File: config.mk
export PLATFORM = sky130hd
export DESIGN_NAME = chain_counter
export DESIGN_NICKNAME = d
export VERILOG_FILES = /design/src/rtl/cnt_pkg.sv /design/src/rtl/slice_mode_dec.sv /design/src/rtl/count_slice.sv /design/src/rtl/chain_counter.sv
export SDC_FILE = /design/constraint.sdc
export NUM_CORES = 1
export LEC_CHECK = 0
export BUFFER_PORTS_ARGS = -buffer_cell sky130_fd_sc_hd__buf_2
export CAP_MARGIN = 0
export CORE_MARGIN = 1
export CORE_UTILIZATION = 46
export DETAILED_ROUTE_END_ITERATION = 8
export PLACE_DENSITY = 0.8
export SYNTH_ARGS = -nofsm -noshare
export SYNTH_HDL_FRONTEND = slang
export SYNTH_SLANG_ARGS = --single-unit
File: constraint.sdc
create_clock -name clk -period 2.6 [get_ports clk]
set_clock_uncertainty 0.05 [all_clocks]
set_input_delay 0.13 -clock clk [delete_from_list [all_inputs] [get_ports clk]]
set_output_delay 0.13 -clock clk [all_outputs]
set_load 0.01 [all_outputs]
File: src/rtl/cnt_pkg.sv
// Shared mode codes and internal action type for the chained counter.
package cnt_pkg;

    // Select codes seen at the ports (bit 1 and bit 0 of sel).
    localparam logic [1:0] SEL_LOAD = 2'b00;
    localparam logic [1:0] SEL_UP   = 2'b01;
    localparam logic [1:0] SEL_DOWN = 2'b10;
    localparam logic [1:0] SEL_HOLD = 2'b11;

    // Action a slice performs at the next clock edge.
    typedef enum logic [1:0] {
        ACT_HOLD = 2'd0,
        ACT_LOAD = 2'd1,
        ACT_INC  = 2'd2,
        ACT_DEC  = 2'd3
    } act_e;

endpackage

File: src/rtl/slice_mode_dec.sv
// Mode decoder: turns the select code and the active-low enable into the
// action for one slice. Assumes sel and cin_n are stable around the edge.
module slice_mode_dec
    import cnt_pkg::*;
(
    input  logic [1:0] sel,
    input  logic       cin_n,
    output act_e       act
);

    // Load ignores the enable, counting needs it, hold code always holds.
    always_comb begin
        unique case (sel)
            SEL_LOAD: act = ACT_LOAD;
            SEL_UP:   act = cin_n ? ACT_HOLD : ACT_INC;
            SEL_DOWN: act = cin_n ? ACT_HOLD : ACT_DEC;
            default:  act = ACT_HOLD;
        endcase
    end

endmodule

File: src/rtl/count_slice.sv
// One counter slice: WIDTH-bit register with load/up/down/hold, wrapping
// modulo 2**WIDTH, plus a combinational active-low carry out for the next
// slice. Assumes one free-running clock shared by all slices.
module count_slice
    import cnt_pkg::*;
#(
    parameter int WIDTH = 4
) (
    input  logic             clk,
    input  logic             rst_n,
    input  logic [1:0]       sel,
    input  logic             cin_n,
    input  logic [WIDTH-1:0] din,
    output logic [WIDTH-1:0] q,
    output logic             cout_n
);

    localparam logic [WIDTH-1:0] ONE  = WIDTH'(1);
    localparam logic [WIDTH-1:0] TOP  = {WIDTH{1'b1}};
    localparam logic [WIDTH-1:0] ZERO = '0;

    act_e             act;
    logic [WIDTH-1:0] q_nxt;
    logic             at_top;
    logic             at_zero;

    slice_mode_dec u_dec (
        .sel   (sel),
        .cin_n (cin_n),
        .act   (act)
    );

    // Next-state selection from the decoded action.
    always_comb begin
        unique case (act)
            ACT_LOAD: q_nxt = din;
            ACT_INC:  q_nxt = q + ONE;
            ACT_DEC:  q_nxt = q - ONE;
            default:  q_nxt = q;
        endcase
    end

    // State register with synchronous active-low reset.
    always_ff @(posedge clk) begin
        if (!rst_n) q <= ZERO;
        else        q <= q_nxt;
    end

    // Terminal detection and carry out, low on terminal count or load.
    always_comb begin
        at_top  = (q == TOP);
        at_zero = (q == ZERO);
        cout_n  = !((sel == SEL_LOAD)
                 || (!cin_n && (sel == SEL_UP)   && at_top)
                 || (!cin_n && (sel == SEL_DOWN) && at_zero));
    end

    // reset wins over every mode.
    a_r8_reset_clears: assert property (@(posedge clk)
        !rst_n |=> (q == ZERO));

    // load takes the data input regardless of the enable.
    a_r1_load_takes_data: assert property (@(posedge clk) disable iff (!rst_n)
        (sel == SEL_LOAD) |=> (q == $past(din)));

    // enabled up step adds one, wrapping at the top.
    a_r2_up_step: assert property (@(posedge clk) disable iff (!rst_n)
        ((sel == SEL_UP) && !cin_n) |=> (q == $past(q) + ONE));

    // enabled down step subtracts one, wrapping at zero.
    a_r3_down_step: assert property (@(posedge clk) disable iff (!rst_n)
        ((sel == SEL_DOWN) && !cin_n) |=> (q == $past(q) - ONE));

    // counting modes hold when the enable is high.
    a_r4_disabled_holds: assert property (@(posedge clk) disable iff (!rst_n)
        ((sel[1] ^ sel[0]) && cin_n) |=> $stable(q));

    // hold code keeps the value.
    a_r5_hold_code: assert property (@(posedge clk) disable iff (!rst_n)
        (sel == SEL_HOLD) |=> $stable(q));

endmodule

File: src/rtl/chain_counter.sv
// Chained synchronous counter: NUM_SLICES slices of SLICE_W bits, each
// slice's carry out driving the next slice's enable without extra gating.
// Assumes clk is never gated; counting is gated only through cin_n.
module chain_counter
    import cnt_pkg::*;
#(
    parameter int NUM_SLICES = 3,
    parameter int SLICE_W    = 4
) (
    input  logic                          clk,
    input  logic                          rst_n,
    input  logic [1:0]                    sel,
    input  logic                          cin_n,
    input  logic [NUM_SLICES*SLICE_W-1:0] load_data,
    output logic [NUM_SLICES*SLICE_W-1:0] count,
    output logic                          cout_n
);

    localparam int TOTAL_W = NUM_SLICES * SLICE_W;

    logic [NUM_SLICES:0] carry_n;

    // Chain entry and exit of the ripple carry.
    always_comb begin
        carry_n[0] = cin_n;
        cout_n     = carry_n[NUM_SLICES];
    end

    for (genvar g = 0; g < NUM_SLICES; g++) begin : g_slice
        count_slice #(.WIDTH(SLICE_W)) u_slice (
            .clk    (clk),
            .rst_n  (rst_n),
            .sel    (sel),
            .cin_n  (carry_n[g]),
            .din    (load_data[g*SLICE_W +: SLICE_W]),
            .q      (count[g*SLICE_W +: SLICE_W]),
            .cout_n (carry_n[g+1])
        );
    end

    // full-width terminal count with enable low shows on the carry.
    a_r6_chain_carry_up: assert property (@(posedge clk) disable iff (!rst_n)
        ((sel == SEL_UP) && !cin_n && (&count)) |-> !cout_n);

    a_r6_chain_carry_down: assert property (@(posedge clk) disable iff (!rst_n)
        ((sel == SEL_DOWN) && !cin_n && (count == '0)) |-> !cout_n);

    // a carry cannot appear while the whole chain is disabled.
    a_r6_no_carry_disabled: assert property (@(posedge clk) disable iff (!rst_n)
        (cin_n && (sel != SEL_LOAD)) |-> cout_n);

    // chained wrap from all ones to zero.
    a_r2_chain_wrap: assert property (@(posedge clk) disable iff (!rst_n)
        ((sel == SEL_UP) && !cin_n && (&count)) |=> (count == TOTAL_W'(0)));

    // load forces the carry low.
    a_r7_load_carry: assert property (@(posedge clk) disable iff (!rst_n)
        (sel == SEL_LOAD) |-> !cout_n);

endmodule

==> results.cfg, run 1 <==
[status]
outcome = finished, violations left
violations = setup timing

[logic_synthesis]
ys_top_cells_by_count = dfxtp_1 (12), a21oi_1 (11), inv_1 (10), nand2_1 (10), nor2_1 (10)
netlist_instances = 128
synthesis.area_mm2 = 0.00103
yosysSeqAreaShare_pct = 23.2
async_flop_share_pct = 0
synthAdderAreaFrac_pct = 13.1
synthXorXnorAreaFrac_pct = 5.08
syn_nets = 154
syn_avg_cell_area_um2 = 8.07
yosys_warnings = 0
synth_compound_area_share_pct = 29.1
synth-seq-cells = 12
synth_top_family_by_area = compound AO/OA/AOI/OAI gates
yosys.area_share.simple_pct = 19.6
synth_cell_types = 40
synth_top_area_share_pct = 23.2
synthFlopType = dfxtp_1
yosysMostFrequentCell = dfxtp_1
synth_mux_area_share_pct = 3.03
yosysTopAreaCell = dfxtp_1
netlist_top_cells_area = dfxtp_1 (23%), ha_1 (7.3%), fa_1 (5.8%), a21oi_1 (5.3%), o21ai_0 (3.9%)
synth_edf_count = 0

[clock_tree]
cts_hold_buf = 0
clock-sinks = 12
cts_tree = built
numCtsBuffers = 3
clk_pin_slew_worst_paths_ns = 0.07
cts_max_path_buffers = 2
cts-root-buf = clkbuf_4
ctsHtreeMaxLevel = 1
clk_latency_ns = 0.28

[layout]
drive_above_1_share_pct = 36.9
layout.nets = 195
area_growth_pct = 30.3
top_regs = g_slice.u_slice.q (12)
antenna_cells = 0
largest_reg_flops = 12
regMostFlops = g_slice.u_slice.q

[drt]
avgViaCountPerCell = 5.62
drc = 0
drt_iter0_markers = 20
wirelength_um = 2610
drt_first_pass_iters = 4
routedWlPerCell_um = 13.4
ant_nets = 0
num_vias = 1095

[global_routing]
grt_use_total_pct = 24.2
overflow = 0
grt_max_degree = 19
antenna_found_initial = 0
grt_pass1_wl_um = 4450
grt_pass1_vias = 1010

[placement]
numPortBuffers = 29
hpwl_um = 2040
gp_congestion = 0.856

[run]
maxCapViolCount = 0

[worst_setup_path]
crit_fanout = 3
startpoint_type = flop
arrival_ns = 2.76
path_class = reg -> reg
end_kind = flop
startpoint = g_slice[0].u_slice.q[3]
r2r_start = g_slice[0].u_slice.q[3]
cp.required_ns = 2.73

[sta]
hold_viol = 0
fin_crit_ns = 2.64
finalCritPeriodShare_pct = 101
finalSetupTns_ns = -0.0367
fmax_mhz = 379
slew_headroom_pct = 54.1
fin_ws_ns = -0.0367
hold_slack_ns = 0.0817
slew_viol_final = 0
setup_viol = 1
worstMarginPinSlew_ns = 0.686
rsz0062_at_grt = true

[power]
ir_worst_vdd_mv = 0.279
p_per_area_mw_per_mm2 = 410
p_leak_nw = 0.656
p_total_w = 0.000552

[floorplan]
fp.dieW_um = 49.4
dieArea_mm2 = 0.00244
core_area_mm2 = 0.00204
ios = 30
rows = 16
die_h_um = 49.4
initial_core_util_pct = 50.6

[min_path]
min_from = load_data[7]
hp-class = in -> reg
==> per-stage QoR <==
stage                     instance area [um2]  worst slack (ns)  util [%]  cells
final                                    1350           -0.0367      65.9    195
after CTS                                1330           -0.0574      65.1    194
after global placement                   1290           -0.0566      63.2    189
after floorplan                          1060            -0.165         -    128
after detailed placement                 1290            -0.116      63.2    189
after global routing                     1350            -0.134      65.9    195
==> final timing paths <==
kind                                                 to  slack, ns  depth (start not counted)
worst max register to register  g_slice[2].u_slice.q[3]      -0.04                         11
worst min-delay path            g_slice[1].u_slice.q[3]       0.08                          3
worst max-delay path            g_slice[2].u_slice.q[3]      -0.04                         11
worst min register to register  g_slice[2].u_slice.q[2]       0.47                          2
==> logic make-up (layout without fill, tap and decap cells) <==
| group | after synthesis | in the layout |
|---|---|---|
| AOI/OAI and AO/OA | 44 | 44 |
| and+or+nand+nor | 38 | 38 |
| buffers and inverters | 16 | 56 |
| DFF | 12 | 12 |
| adders and majority gates | 9 | 9 |
| xor gates and xnor gates | 6 | 6 |
| muxes | 3 | 3 |
==> layout make-up <==
type | instances | area, um2
inverter | 10 | 40.0
fill | 182 | 696
multi-input combinational | 100 | 758
tap | 27 | 33.8
sequential | 12 | 245
timing repair buffer | 42 | 243
clock buffer | 4 | 26.3
==> routing by layer <==
layer | vias up | track usage [%] | wire length (um)
li1 | 546 | - | -
met1 | 517 | 30.0 | 1250
met2 | 28 | 38.4 | 1190
met3 | 4 | 7.17 | 122
met4 | 0 | 11.0 | 43
met5 | - | 0 | 0
==> repair_timing <==
item | CTS | global route
gates resized for setup | 2 | 3
endpoints found under the setup margin | 3 | 4
pin swaps | 7 | 5
setup buffers | 1 | 1
endpoints found under the hold margin | 0 | 0
==> cell usage in the layout (no fill, tap or decap), types with 3 or more instances in the layout <==
| cell | instances |
|---|---|
| buf_2 | 29 |
| a21o_1 | 3 |
| a21oi_1 | 9 |
| xnor2_1 | 4 |
| ha_1 | 5 |
| nand2b_1 | 3 |
| inv_1 | 9 |
| o21ai_1 | 4 |
| a21oi_2 | 3 |
| nor2_1 | 10 |
| clkbuf_4 | 3 |
| buf_4 | 13 |
| nand2_1 | 9 |
| dfxtp_1 | 10 |
| nand4_1 | 3 |
| o21ai_0 | 7 |
==> power by group <==
part | switching [W] | internal, W | total, W
Sequential | 0.0000178 | 0.000201 | 0.000219
Combinational | 0.000108 | 0.0000992 | 0.000207
Clock | 0.0000664 | 0.0000597 | 0.000126
==> critical path: stages, from the launching register on <==
cell	delay, ns
dfxtp_2	0.33
or4_4	0.54
or3_4	0.35
o2bb2a_4	0.22
nand2_4	0.06
inv_4	0.08
ha_4	0.19
a21o_1	0.15
a21oi_2	0.12
xnor2_1	0.14
mux2i_1	0.24
a21oi_2	0.07
No activity file was read; power rests on OpenSTA's default activity.
==> run 2: changes to the inputs <==
==> constraint.sdc (replaced) <==
create_clock -name clk -period 2.37 [get_ports clk]
set_clock_uncertainty 0.05 [all_clocks]
set_input_delay 0.474 -clock clk [delete_from_list [all_inputs] [get_ports clk]]
set_output_delay 0.474 -clock clk [all_outputs]
set_load 0.01 [all_outputs]
==> run 2 against run 1 <==
  * The flow still finishes with violations (setup timing)
  * Global-route usage up 5.1 points
  * Sequential cell count unchanged
  * Clock-buffer cell count unchanged
  * Sequential power up 9%
  * Critical path depth down 1
==> results.cfg, run 2 (synthesized netlist as in run 1, its figures left out) <==
[status]
outcome = finished, violations left
violations = setup timing

[worst_setup_path]
end_kind = flop
crit_fanout = 2
path_class = reg -> reg
cp.required_ns = 2.51
arrival_ns = 2.82
ff2ff_path_depth = 10
startpoint_type = flop

[clock_tree]
cts_hold_buf = 0
clk_pin_slew_worst_paths_ns = 0.09
clock-sinks = 12
cts-root-buf = clkbuf_4
ctsHtreeMaxLevel = 1
clk_latency_ns = 0.28
cts_tree = built
numCtsBuffers = 3
cts_max_path_buffers = 2

[power]
p_per_area_mw_per_mm2 = 453
p_leak_nw = 0.752
ir_worst_vdd_mv = 0.268

[floorplan]
fp.dieW_um = 49.4
core_area_mm2 = 0.00204
die_h_um = 49.4
rows = 16
dieArea_mm2 = 0.00244
initial_core_util_pct = 50.6
ios = 30

[layout]
largest_reg_flops = 12
utilization_pct = 75.1
finalNonFillerCells = 212
final_common_cell = buf_2
drive_above_1_share_pct = 47.6
layout_common_cells = buf_2 (29), buf_4 (28), nor2_1 (10)
regMostFlops = g_slice.u_slice.q
layout.nets = 212
antenna_cells = 0
top_regs = g_slice.u_slice.q (12)
area_growth_pct = 48.3
fillers = 152

[min_path]
whs_path_depth = 3
hp-class = in -> reg

[global_routing]
overflow = 0
grt_pass1_vias = 1137
grt_max_degree = 17
grt_use_total_pct = 29.3
antenna_found_initial = 0
grt_pass1_wl_um = 5480

[sta]
slew_headroom_pct = 75.0
hold_viol = 0
fin_ws_ns = -0.314
rsz0062_at_grt = true
setup_viol = 5
slew_viol_final = 0
worstMarginPinSlew_ns = 0.375
fin_crit_ns = 2.68
finalCritPeriodShare_pct = 113
fmax_mhz = 373

[placement]
dpl_worst_slack_ns = -0.357
numPortBuffers = 29
gp_congestion = 0.892
placed_cells = 203
hpwl_um = 2220

[drt]
routedWlPerCell_um = 15.3
num_vias = 1195
avgViaCountPerCell = 5.64
drt_iter0_markers = 49
drt_first_pass_iters = 4
ant_nets = 0
drc = 0
wirelength_um = 3250

[run]
maxCapViolCount = 0
-- run 2: stage by stage --
step	area, um2	hold slack [ns]	setup TNS (ns)	power (W)
finish	1530	0.439	-1.39	0.000695
global route	1530	0.467	-1.86	0.000736
CTS	1510	0.431	-1.22	0.000679
detailed placement	1400	0.454	-1.36	0.000488
global placement	1400	0.444	-1.08	0.000478
floorplan	1070	0.446	-0.989	0.000384
-- run 2: area by class of cell --
cell class              count  area (um2)  area share (%)
multi-input cells         100         798            52.1
repair buffers             59         378            24.7
flip-flops and latches     12         246            16.1
inverters                  10        40.0            2.61
clock buffers               4        36.3            2.37
well taps                  27        33.8            2.20
-- run 2: repair_timing --
item | 4_1_cts | 5_1_grt
cloned | 0 | 0
setup endpoints to repair | 6 | 6
pin swaps | 14 | 6
buffers inserted | 5 | 2
gates resized for setup | 10 | 8
-- run 2: worst paths after layout --
check                                             start                 endpoint  slack, ns
worst max-delay path            g_slice[0].u_slice.q[2]  g_slice[1].u_slice.q[3]      -0.31
worst min-delay path                      load_data[10]  g_slice[2].u_slice.q[2]       0.44
worst max register to register  g_slice[0].u_slice.q[2]  g_slice[1].u_slice.q[3]      -0.31
worst min register to register  g_slice[2].u_slice.q[2]  g_slice[2].u_slice.q[2]       0.47
-- run 2: metal layers --
| metal | wire, um | global-route usage, % | up-vias |
|---|---|---|---|
| met2 | 1490 | 45.0 | 48 |
| li1 | - | - | 581 |
| met3 | 191 | 3.74 | 6 |
| met5 | 0 | 0 | - |
| met4 | 57 | 5.71 | 0 |
| met1 | 1510 | 43.7 | 560 |
-- run 2: worst max-delay path, stage by stage (launching register included) --
cell	delay (ns)
dfxtp_2	0.33
or4_4	0.52
buf_4	0.15
or2_4	0.24
inv_2	0.06
ha_1	0.23
a21o_1	0.18
a21oi_2	0.13
xnor2_1	0.14
mux2_2	0.35
a31oi_1	0.21
-- run 2: report_power, final --
part           internal [W]  total, W  switching, W
sequential         0.000221  0.000238     0.0000171
clock             0.0000934  0.000172     0.0000784
combinational      0.000142  0.000286      0.000143
total              0.000456  0.000695      0.000239
